## config.mk

```make
export PLATFORM = sky130hd
export DESIGN_NAME = rwb_link
export DESIGN_NICKNAME = d
export VERILOG_FILES = /design/src/rtl/rwb_pkg.sv /design/src/rtl/rwb_regfile.sv /design/src/rtl/rwb_master.sv /design/src/rtl/rwb_servant.sv /design/src/rtl/rwb_link.sv
export SDC_FILE = /design/constraint.sdc
export NUM_CORES = 1
export LEC_CHECK = 0
export BUFFER_PORTS_ARGS = -buffer_cell sky130_fd_sc_hd__buf_2
export CELL_PAD_IN_SITES_DETAIL_PLACEMENT = 1
export CELL_PAD_IN_SITES_GLOBAL_PLACEMENT = 1
export CORE_ASPECT_RATIO = 1.1
export CORE_MARGIN = 5
export CORE_UTILIZATION = 55
export CTS_BUF_LIST = sky130_fd_sc_hd__clkbuf_8
export DETAILED_ROUTE_END_ITERATION = 10
export PLACE_DENSITY_LB_ADDON = 0.2
export SLEW_MARGIN = 30
export SYNTH_ARGS = -nofsm -noshare
export SYNTH_HDL_FRONTEND = slang
export SYNTH_SLANG_ARGS = --single-unit
```

## constraint.sdc

```tcl
create_clock -name clk -period 4.8 [get_ports clk]
set_clock_uncertainty 0.2 [all_clocks]
set_input_delay 0.24 -clock clk [delete_from_list [all_inputs] [get_ports clk]]
set_output_delay 0.24 -clock clk [all_outputs]
set_load 0.005 [all_outputs]
```

## src/rtl/rwb_pkg.sv

```systemverilog
package rwb_pkg;

    typedef enum logic [1:0] {
        M_IDLE = 2'd0,
        M_REQ  = 2'd1,
        M_WAIT = 2'd2
    } mst_state_e;

    typedef enum logic [1:0] {
        S_IDLE = 2'd0,
        S_BUSY = 2'd1,
        S_HOLD = 2'd2
    } srv_state_e;

    // A configured latency of zero is served as one cycle.
    function automatic int unsigned effective_latency(input int unsigned raw);
        return (raw == 0) ? 1 : raw;
    endfunction

endpackage

```

## src/rtl/rwb_regfile.sv

```systemverilog
module rwb_regfile #(
    parameter int AW = 4,
    parameter int DW = 8
) (
    input  logic          clk,
    input  logic          rst,
    input  logic          wr_en,
    input  logic [AW-1:0] wr_addr,
    input  logic [DW-1:0] wr_data,
    input  logic [AW-1:0] rd_addr,
    output logic [DW-1:0] rd_data
);
    localparam int DEPTH = 1 << AW;

    logic [DW-1:0] words [DEPTH];

    always_ff @(posedge clk) begin
        if (rst) begin
            for (int i = 0; i < DEPTH; i++) words[i] <= '0;
        end else if (wr_en) begin
            words[wr_addr] <= wr_data;
        end
    end

    assign rd_data = words[rd_addr];
endmodule

```

## src/rtl/rwb_master.sv

```systemverilog
module rwb_master
    import rwb_pkg::*;
#(
    parameter int AW       = 4,
    parameter int DW       = 8,
    parameter int ACCESS_T = 3
) (
    input  logic          clk,
    input  logic          rst,
    input  logic          cmd_start,
    input  logic          cmd_write,
    input  logic [AW-1:0] cmd_addr,
    input  logic [DW-1:0] cmd_wdata,
    output logic          busy,
    output logic          done,
    output logic [DW-1:0] done_rdata,
    output logic          done_slow,
    output logic          bus_req,
    output logic          bus_write,
    output logic [AW-1:0] bus_addr,
    output logic [DW-1:0] bus_wdata,
    input  logic          bus_wait,
    input  logic [DW-1:0] bus_rdata
);
    localparam int AGE_W = $clog2(ACCESS_T + 1) + 1;
    localparam logic [AGE_W-1:0] AGE_LAST = AGE_W'(ACCESS_T);

    typedef struct packed {
        logic          write;
        logic [AW-1:0] addr;
        logic [DW-1:0] wdata;
    } xfer_t;

    mst_state_e       st;
    xfer_t            cur;
    logic [AGE_W-1:0] age;
    logic             capture;

    // Result is taken at the deadline with wait low, or at the first low wait after it.
    assign capture = ((st == M_REQ) && (age == AGE_LAST) && !bus_wait)
                  || ((st == M_WAIT) && !bus_wait);

    always_ff @(posedge clk) begin
        if (rst) begin
            st         <= M_IDLE;
            cur        <= '0;
            age        <= '0;
            bus_req    <= 1'b0;
            done       <= 1'b0;
            done_rdata <= '0;
            done_slow  <= 1'b0;
        end else begin
            done <= 1'b0;
            unique case (st)
                M_IDLE: begin
                    if (cmd_start) begin
                        cur.write <= cmd_write;
                        cur.addr  <= cmd_addr;
                        cur.wdata <= cmd_wdata;
                        bus_req   <= 1'b1;
                        age       <= '0;
                        st        <= M_REQ;
                    end
                end
                M_REQ: begin
                    if (age != AGE_LAST) begin
                        age <= age + AGE_W'(1);
                    end else if (bus_wait) begin
                        st <= M_WAIT;
                    end
                end
                M_WAIT: ;
                default: st <= M_IDLE;
            endcase
            if (capture) begin
                done       <= 1'b1;
                done_rdata <= bus_rdata;
                done_slow  <= (st == M_WAIT);
                bus_req    <= 1'b0;
                st         <= M_IDLE;
            end
        end
    end

    assign busy      = (st != M_IDLE);
    assign bus_write = cur.write;
    assign bus_addr  = cur.addr;
    assign bus_wdata = cur.wdata;
endmodule

```

## src/rtl/rwb_servant.sv

```systemverilog
module rwb_servant
    import rwb_pkg::*;
#(
    parameter int AW       = 4,
    parameter int DW       = 8,
    parameter int LW       = 4,
    parameter int ACCESS_T = 3
) (
    input  logic          clk,
    input  logic          rst,
    input  logic [LW-1:0] cfg_latency,
    input  logic          bus_req,
    input  logic          bus_write,
    input  logic [AW-1:0] bus_addr,
    input  logic [DW-1:0] bus_wdata,
    output logic          bus_wait,
    output logic [DW-1:0] bus_rdata,
    output logic          rf_wr_en,
    output logic [AW-1:0] rf_addr,
    output logic [DW-1:0] rf_wdata,
    input  logic [DW-1:0] rf_rdata
);
    srv_state_e    st;
    logic [LW-1:0] lat_q;
    logic [LW-1:0] elapsed;
    logic [LW-1:0] lat_in;
    logic          slow_in;
    logic          fire;

    assign lat_in  = LW'(effective_latency(int'(cfg_latency)));
    assign slow_in = int'(lat_in) > ACCESS_T;

    // The access completes on the edge where the elapsed count reaches the latency.
    assign fire = ((st == S_IDLE) && bus_req && (lat_in == LW'(1)))
               || ((st == S_BUSY) && ((elapsed + LW'(1)) == lat_q));

    assign rf_wr_en = fire && bus_write;
    assign rf_addr  = bus_addr;
    assign rf_wdata = bus_wdata;

    always_ff @(posedge clk) begin
        if (rst) begin
            st        <= S_IDLE;
            lat_q     <= '0;
            elapsed   <= '0;
            bus_wait  <= 1'b0;
            bus_rdata <= '0;
        end else begin
            unique case (st)
                S_IDLE: begin
                    if (bus_req && !fire) begin
                        lat_q    <= lat_in;
                        elapsed  <= LW'(1);
                        bus_wait <= slow_in;
                        st       <= S_BUSY;
                    end
                end
                S_BUSY: begin
                    elapsed <= elapsed + LW'(1);
                end
                S_HOLD: begin
                    if (!bus_req) begin
                        bus_rdata <= '0;
                        st        <= S_IDLE;
                    end
                end
                default: st <= S_IDLE;
            endcase
            if (fire) begin
                bus_rdata <= bus_write ? '0 : rf_rdata;
                bus_wait  <= 1'b0;
                st        <= S_HOLD;
            end
        end
    end
endmodule

```

## src/rtl/rwb_link.sv

```systemverilog
module rwb_link #(
    parameter int AW       = 4,
    parameter int DW       = 8,
    parameter int LW       = 4,
    parameter int ACCESS_T = 3
) (
    input  logic          clk,
    input  logic          rst,
    input  logic          cmd_start,
    input  logic          cmd_write,
    input  logic [AW-1:0] cmd_addr,
    input  logic [DW-1:0] cmd_wdata,
    input  logic [LW-1:0] cfg_latency,
    output logic          busy,
    output logic          done,
    output logic [DW-1:0] done_rdata,
    output logic          done_slow,
    output logic          bus_req,
    output logic          bus_wait,
    output logic          bus_write,
    output logic [AW-1:0] bus_addr,
    output logic [DW-1:0] bus_wdata,
    output logic [DW-1:0] bus_rdata
);
    logic          rf_wr_en;
    logic [AW-1:0] rf_addr;
    logic [DW-1:0] rf_wdata;
    logic [DW-1:0] rf_rdata;

    rwb_master #(.AW(AW), .DW(DW), .ACCESS_T(ACCESS_T)) u_master (
        .clk(clk), .rst(rst),
        .cmd_start(cmd_start), .cmd_write(cmd_write),
        .cmd_addr(cmd_addr), .cmd_wdata(cmd_wdata),
        .busy(busy), .done(done), .done_rdata(done_rdata), .done_slow(done_slow),
        .bus_req(bus_req), .bus_write(bus_write),
        .bus_addr(bus_addr), .bus_wdata(bus_wdata),
        .bus_wait(bus_wait), .bus_rdata(bus_rdata)
    );

    rwb_servant #(.AW(AW), .DW(DW), .LW(LW), .ACCESS_T(ACCESS_T)) u_servant (
        .clk(clk), .rst(rst), .cfg_latency(cfg_latency),
        .bus_req(bus_req), .bus_write(bus_write),
        .bus_addr(bus_addr), .bus_wdata(bus_wdata),
        .bus_wait(bus_wait), .bus_rdata(bus_rdata),
        .rf_wr_en(rf_wr_en), .rf_addr(rf_addr),
        .rf_wdata(rf_wdata), .rf_rdata(rf_rdata)
    );

    rwb_regfile #(.AW(AW), .DW(DW)) u_regs (
        .clk(clk), .rst(rst),
        .wr_en(rf_wr_en), .wr_addr(rf_addr), .wr_data(rf_wdata),
        .rd_addr(rf_addr), .rd_data(rf_rdata)
    );
endmodule

```

# ---- After elaboration in Yosys (flattened, before gate mapping)
# Memory sizes are Yosys's and may differ from the RTL's. A register that Yosys moved wholly into a read port is not among the register bits.
# Cells that the tools add are included.
dict set report word_totals {
  register_bits 48
  ramBits 128
  input_bits 20
  output_inout_bits 34
  word_cells 98
  memories 1
}
# memory depth word_bits read_ports rd_clocked_by_memory_dff write_ports line
set memory_table {}
lappend memory_table {u_regs.words 16 8 1 1 16 rwb_regfile.sv:15} ;# logic [DW-1:0] words [DEPTH];
dict set report classes {
  addsub 2
  order_cmp 1
  n_eq_ne 18
  mux 29
  bitwise 2
  n_reduce_logical 30
}
# op n
set op_table {}
lappend op_table {{$mux W8} 5}
lappend op_table {{$mux W4} 5}
lappend op_table {{$mux W2} 6}
lappend op_table {{$pmux W2 S3} 2}
lappend op_table {{$ne A2 B2 Y1 const B} 5}
lappend op_table {{$ne A3 B2 Y1 const B} 3}
lappend op_table {{$reduce_and A3 Y1} 3}
lappend op_table {{$logic_and A1 B1 Y1} 8}
lappend op_table {{$pmux W4 S2} 1}
lappend op_table {{$reduce_and A2 Y1} 4}
lappend op_table {{$reduce_bool A2 Y1} 4}
lappend op_table {{$reduce_or A8 Y1} 1}
lappend op_table {{$mux W1} 7}
lappend op_table {{$mux W3} 2}
lappend op_table {{$ne A2 B1 Y1 const B} 3}
lappend op_table {{$pmux W3 S2} 1}
lappend op_table {{$add A4 B1 Y4 const B} 1}
lappend op_table {{$eq A2 B1 Y1 const B} 2}
lappend op_table {{$eq A2 B2 Y1 const B} 2}
lappend op_table {{$eq A4 B1 Y1 const B} 1}
lappend op_table {{$eq A4 B4 Y1} 1}
lappend op_table {{$gt A4 B2 Y1 const B} 1}
lappend op_table {{$logic_not A2 Y1} 2}
lappend op_table {{$logic_not A4 Y1} 1}
lappend op_table {{7 further kinds} 11}

# ---- Longest topological paths before layout
dict set report logic_depth {
  word_depth 11
  mapped_depth 8
  depth_no_buf 6
}

# ---- Cells and area by module
# Synthesis repeated with hierarchy kept, for this count alone.
dict set report unflattened {
  cells_unflattened 598
  hier_area_um2 7920.1
}
# mod n_inst cells_each area_each_um2 seq_area_each_um2
set by_module_without_submodules {}
lappend by_module_without_submodules {rwb_regfile 1 375 5861.9 3843.7}
lappend by_module_without_submodules {rwb_master 1 115 1121.1 580.6}
lappend by_module_without_submodules {rwb_servant 1 108 937.1 380.4}

# ---- Worst setup path before layout
# Ideal clock, no wire load.
dict set report synth_path {
  path_type {reg2reg}
  from {register u_servant.elapsed[0]}
  to {memory u_regs.words[1][0], enable pin}
  setup_time_ns 0.398
  arrival_ns 2.433
  t_required_ns 4.202
  slack_ns 1.769
  stages_incl_launch_ff 8
  path_buffers 2
  period_less_slack_ns 3.031
  cell_sequence {dfxtp_1 ha_1 xnor2_1 xor2_1 a31oi_1 buf_2 buf_2 o41ai_1}
}
# element line
set synth_lines {}
lappend synth_lines {{from (decl)} rwb_servant.sv:25} ;# logic [LW-1:0] elapsed;
lappend synth_lines {{from (signal assigned)} rwb_servant.sv:59} ;# elapsed <= elapsed + LW'(1);
lappend synth_lines {{to (decl)} rwb_regfile.sv:15}

==> results.json <==
{
  "peakVddDrop_uv": 258,
  "worst_hold_slack_ns": 0.118,
  "r2r_slack_ns": 1.37,
  "powerDensity_mw_per_mm2": 333,
  "num_vias": 5771,
  "pin_count": 54,
  "fill_cells": 1436,
  "synth_edf_count": 128,
  "crit_arrival_ns": 3.32,
  "criticalPathCategory": "flop to flop",
  "ant_nets": 0,
  "p_seq_share_pct": 58.5,
  "period_minus_slack_ns": 3.43,
  "holdCritPathClass": "input port to flop",
  "core_region_area_sq_mm": 0.0144,
  "switchingPower_uw": 784,
  "cts.root.buffer_cell": "clkbuf_8",
  "drv_cap": 0,
  "via_per_inst": 6.46,
  "status": "finished clean",
  "p_sw_share_pct": 26.1,
  "pwr-share-clk_pct": 31.4,
  "synth_area_leaders": "edfxtp_1 48%, dfxtp_1 13%, mux4_2 9.0%",
  "grtUsageTotal_pct": 27.2,
  "cts_sinks": 180,
  "yosys_warnings": 0,
  "first_global_vias": 6015,
  "worstMarginPinSlew_ns": 0.952,
  "drt_iter0_drc": 557,
  "start_kind": "flop",
  "internal_power_uw": 2220,
  "rows": 46,
  "overflow": 0,
  "synth_most_common_cell": "edfxtp_1",
  "synth_area_per_cell_sq_um": 12.5,
  "fp.dieH_microns": 137,
  "cellLeakagePower_uw": 0.00302,
  "nets": 711,
  "cts_tree": "built",
  "start_util_pct": 55.8,
  "yosysSeqAreaShare_pct": 60.8,
  "setup_viol": 0,
  "syn_nets": 665,
  "dieWidth_microns": 125,
  "drt_pre_antenna_iters": 5,
  "min_delay_path_depth": 2,
  "drc_errors": 0,
  "drive_gt1_share_pct": 21.8,
  "synth_top_cell_area_share_pct": 47.9,
  "clockBufferDepth": 2,
  "path_clk_slew_ns": 0.09,
  "synthArstFlopShare_pct": 0,
  "dieArea_sq_mm": 0.0171,
  "yosysUniqueCellTypes": 41,
  "report.final.hold_viol_count": 0,
  "hpwl_mm": 15.4,
  "max_freq_mhz": 292,
  "final.setup.tns_ns": 0,
  "yosys_most_used_dff": "edfxtp_1",
  "end_kind": "flop",
  "synth_area_leader_cell": "edfxtp_1",
  "post_cts.repair.setup_buffers": 0,
  "area_delta_synth_final_pct": 12.3,
  "wl_per_cell_microns": 25.2,
  "post-route-period-util_pct": 71.4,
  "syn-cell-area_sq_mm": 0.00803,
  "yosys-top-cells-count": "128 x edfxtp_1, 95 x nor4_1, 76 x nand2_1",
  "wl_mm": 22.5,
  "htree_levels": 4,
  "rsz0062_at_grt": "false",
  "antenna_found_initial": 0,
  "gp_congestion": 0.861,
  "clk_latency_ns": 0.46,
  "synth-seq-cells": 180,
  "diodes": 0,
  "drv_slew": 0,
  "grt_pass1_wl_mm": 35.2,
  "required_ns": 4.69,
  "cts_resized": 0,
  "numCtsBuffers": 17,
  "relSlewSlack_pct": 35.8,
  "grt_max_degree": 59,
  "syn_inst": 642,
  "path_max_fanout": 43,
  "portBuffers": 53,
  "power_frac_comb_pct": 10.1,
  "r2r_cells": 6
}
==> cell families (layout without fill, tap and decap cells) <==
kind of cell,count (synthesis),in the layout,share of synthesized area (%)
adders and majority gates,3,3,0.467
xor gates and xnor gates,6,6,0.654
buffers and inverters,70,129,3.71
DFF,180,180,60.8
muxes,45,45,10.6
and+or+nand+nor,268,268,17.5
AOI/OAI and AO/OA,70,70,6.28
==> worst max-delay path, stage by stage (launching register included) <==
cell and delay [ns]:
dfxtp_1 0.38, ha_1 0.23, xnor2_1 0.27, xor2_1 0.36
a31oi_4 0.30, buf_4 0.37, o41ai_2 0.93
==> through the flow <==
| stage | area [sq um] | utilization, % | worst slack (ns) | cells | power [uW] |
|---|---|---|---|---|---|
| after detailed placement | 8470 | 58.9 | 1.32 | 843 | 2080 |
| final | 9020 | 62.7 | 1.37 | 893 | 3010 |
| after CTS | 9000 | 62.5 | 1.44 | 893 | 3010 |
| after global placement | 8470 | 58.9 | 1.44 | 843 | 2060 |
| after global routing | 9020 | 62.7 | 1.23 | 893 | 3100 |
| after floorplan | 8030 | - | 1.77 | 642 | 1970 |
==> cells in the final DEF, fill, tap and decap left out, drive strengths merged, types with 7 or more instances in the layout <==
master and instances:
nor2 28, nor2b 7, buf 76, a32o 8, dlygate4sd3 18, mux4 32
o41ai 12, edfxtp 128, nand2 76, dfxtp 52, clkinv 12, nor4 98
clkbuf 17, nor3 35, a21oi 18, a22oi 17, mux2i 13
==> worst paths after layout <==
path / start / endpoint
setup / recovery: u_servant.elapsed[0] / u_regs.words[1][7]
hold / removal: rst / u_master.done_rdata[7]
setup reg to reg: u_servant.elapsed[0] / u_regs.words[1][7]
hold reg to reg: u_master.done_rdata[5] / u_master.done_rdata[5]
==> state kept, by name (all words and copies together) (netlist names), named ones only <==
register	count
u_servant.lat_q	4
u_master.age	3
u_master.st	2
u_master.done_slow	1
u_servant.bus_wait	1
u_master.bus_write	1
u_master.bus_addr	4
u_regs.words	128
u_servant.st	2
u_servant.elapsed	4
u_master.bus_req	1
u_master.done	1
u_master.done_rdata	8
u_master.bus_wdata	8
u_servant.bus_rdata	8
==> power groups by stage <==
stage | sequential, uW | combinational [uW] | clock (uW)
finish | 1760 | 304 | 943
global route | 1770 | 326 | 1010
CTS | 1760 | 301 | 954
detailed placement | 1790 | 288 | 0
global placement | 1790 | 274 | 0
floorplan | 1770 | 200 | 0
==> layer usage <==
layer / track usage, % / share of wire (%)
met4: 11.1 / 3.3
met1: 33.4 / 39
met5: 0 / 0
met3: 3.98 / 4.4
met2: 48.7 / 53
==> cell type report <==
class / instances / area [sq um] / area share, %
Sequential cell: 180 / 4890 / 54.2
Multi-Input combinational cell: 392 / 2910 / 32.3
Timing Repair Buffer: 94 / 618 / 6.86
Tap cell: 192 / 240 / 2.66
Clock buffer: 17 / 234 / 2.60
Clock inverter: 15 / 118 / 1.30
Inverter: 3 / 11.3 / 0.125
==> what timing repair did <==
| action | in CTS | in global routing |
|---|---|---|
| hold buffers | 18 | 0 |
| setup endpoints to repair | 0 | 0 |
| endpoints found under the hold margin | 23 | 0 |
Note: power is estimated with default switching activity, not from simulation.
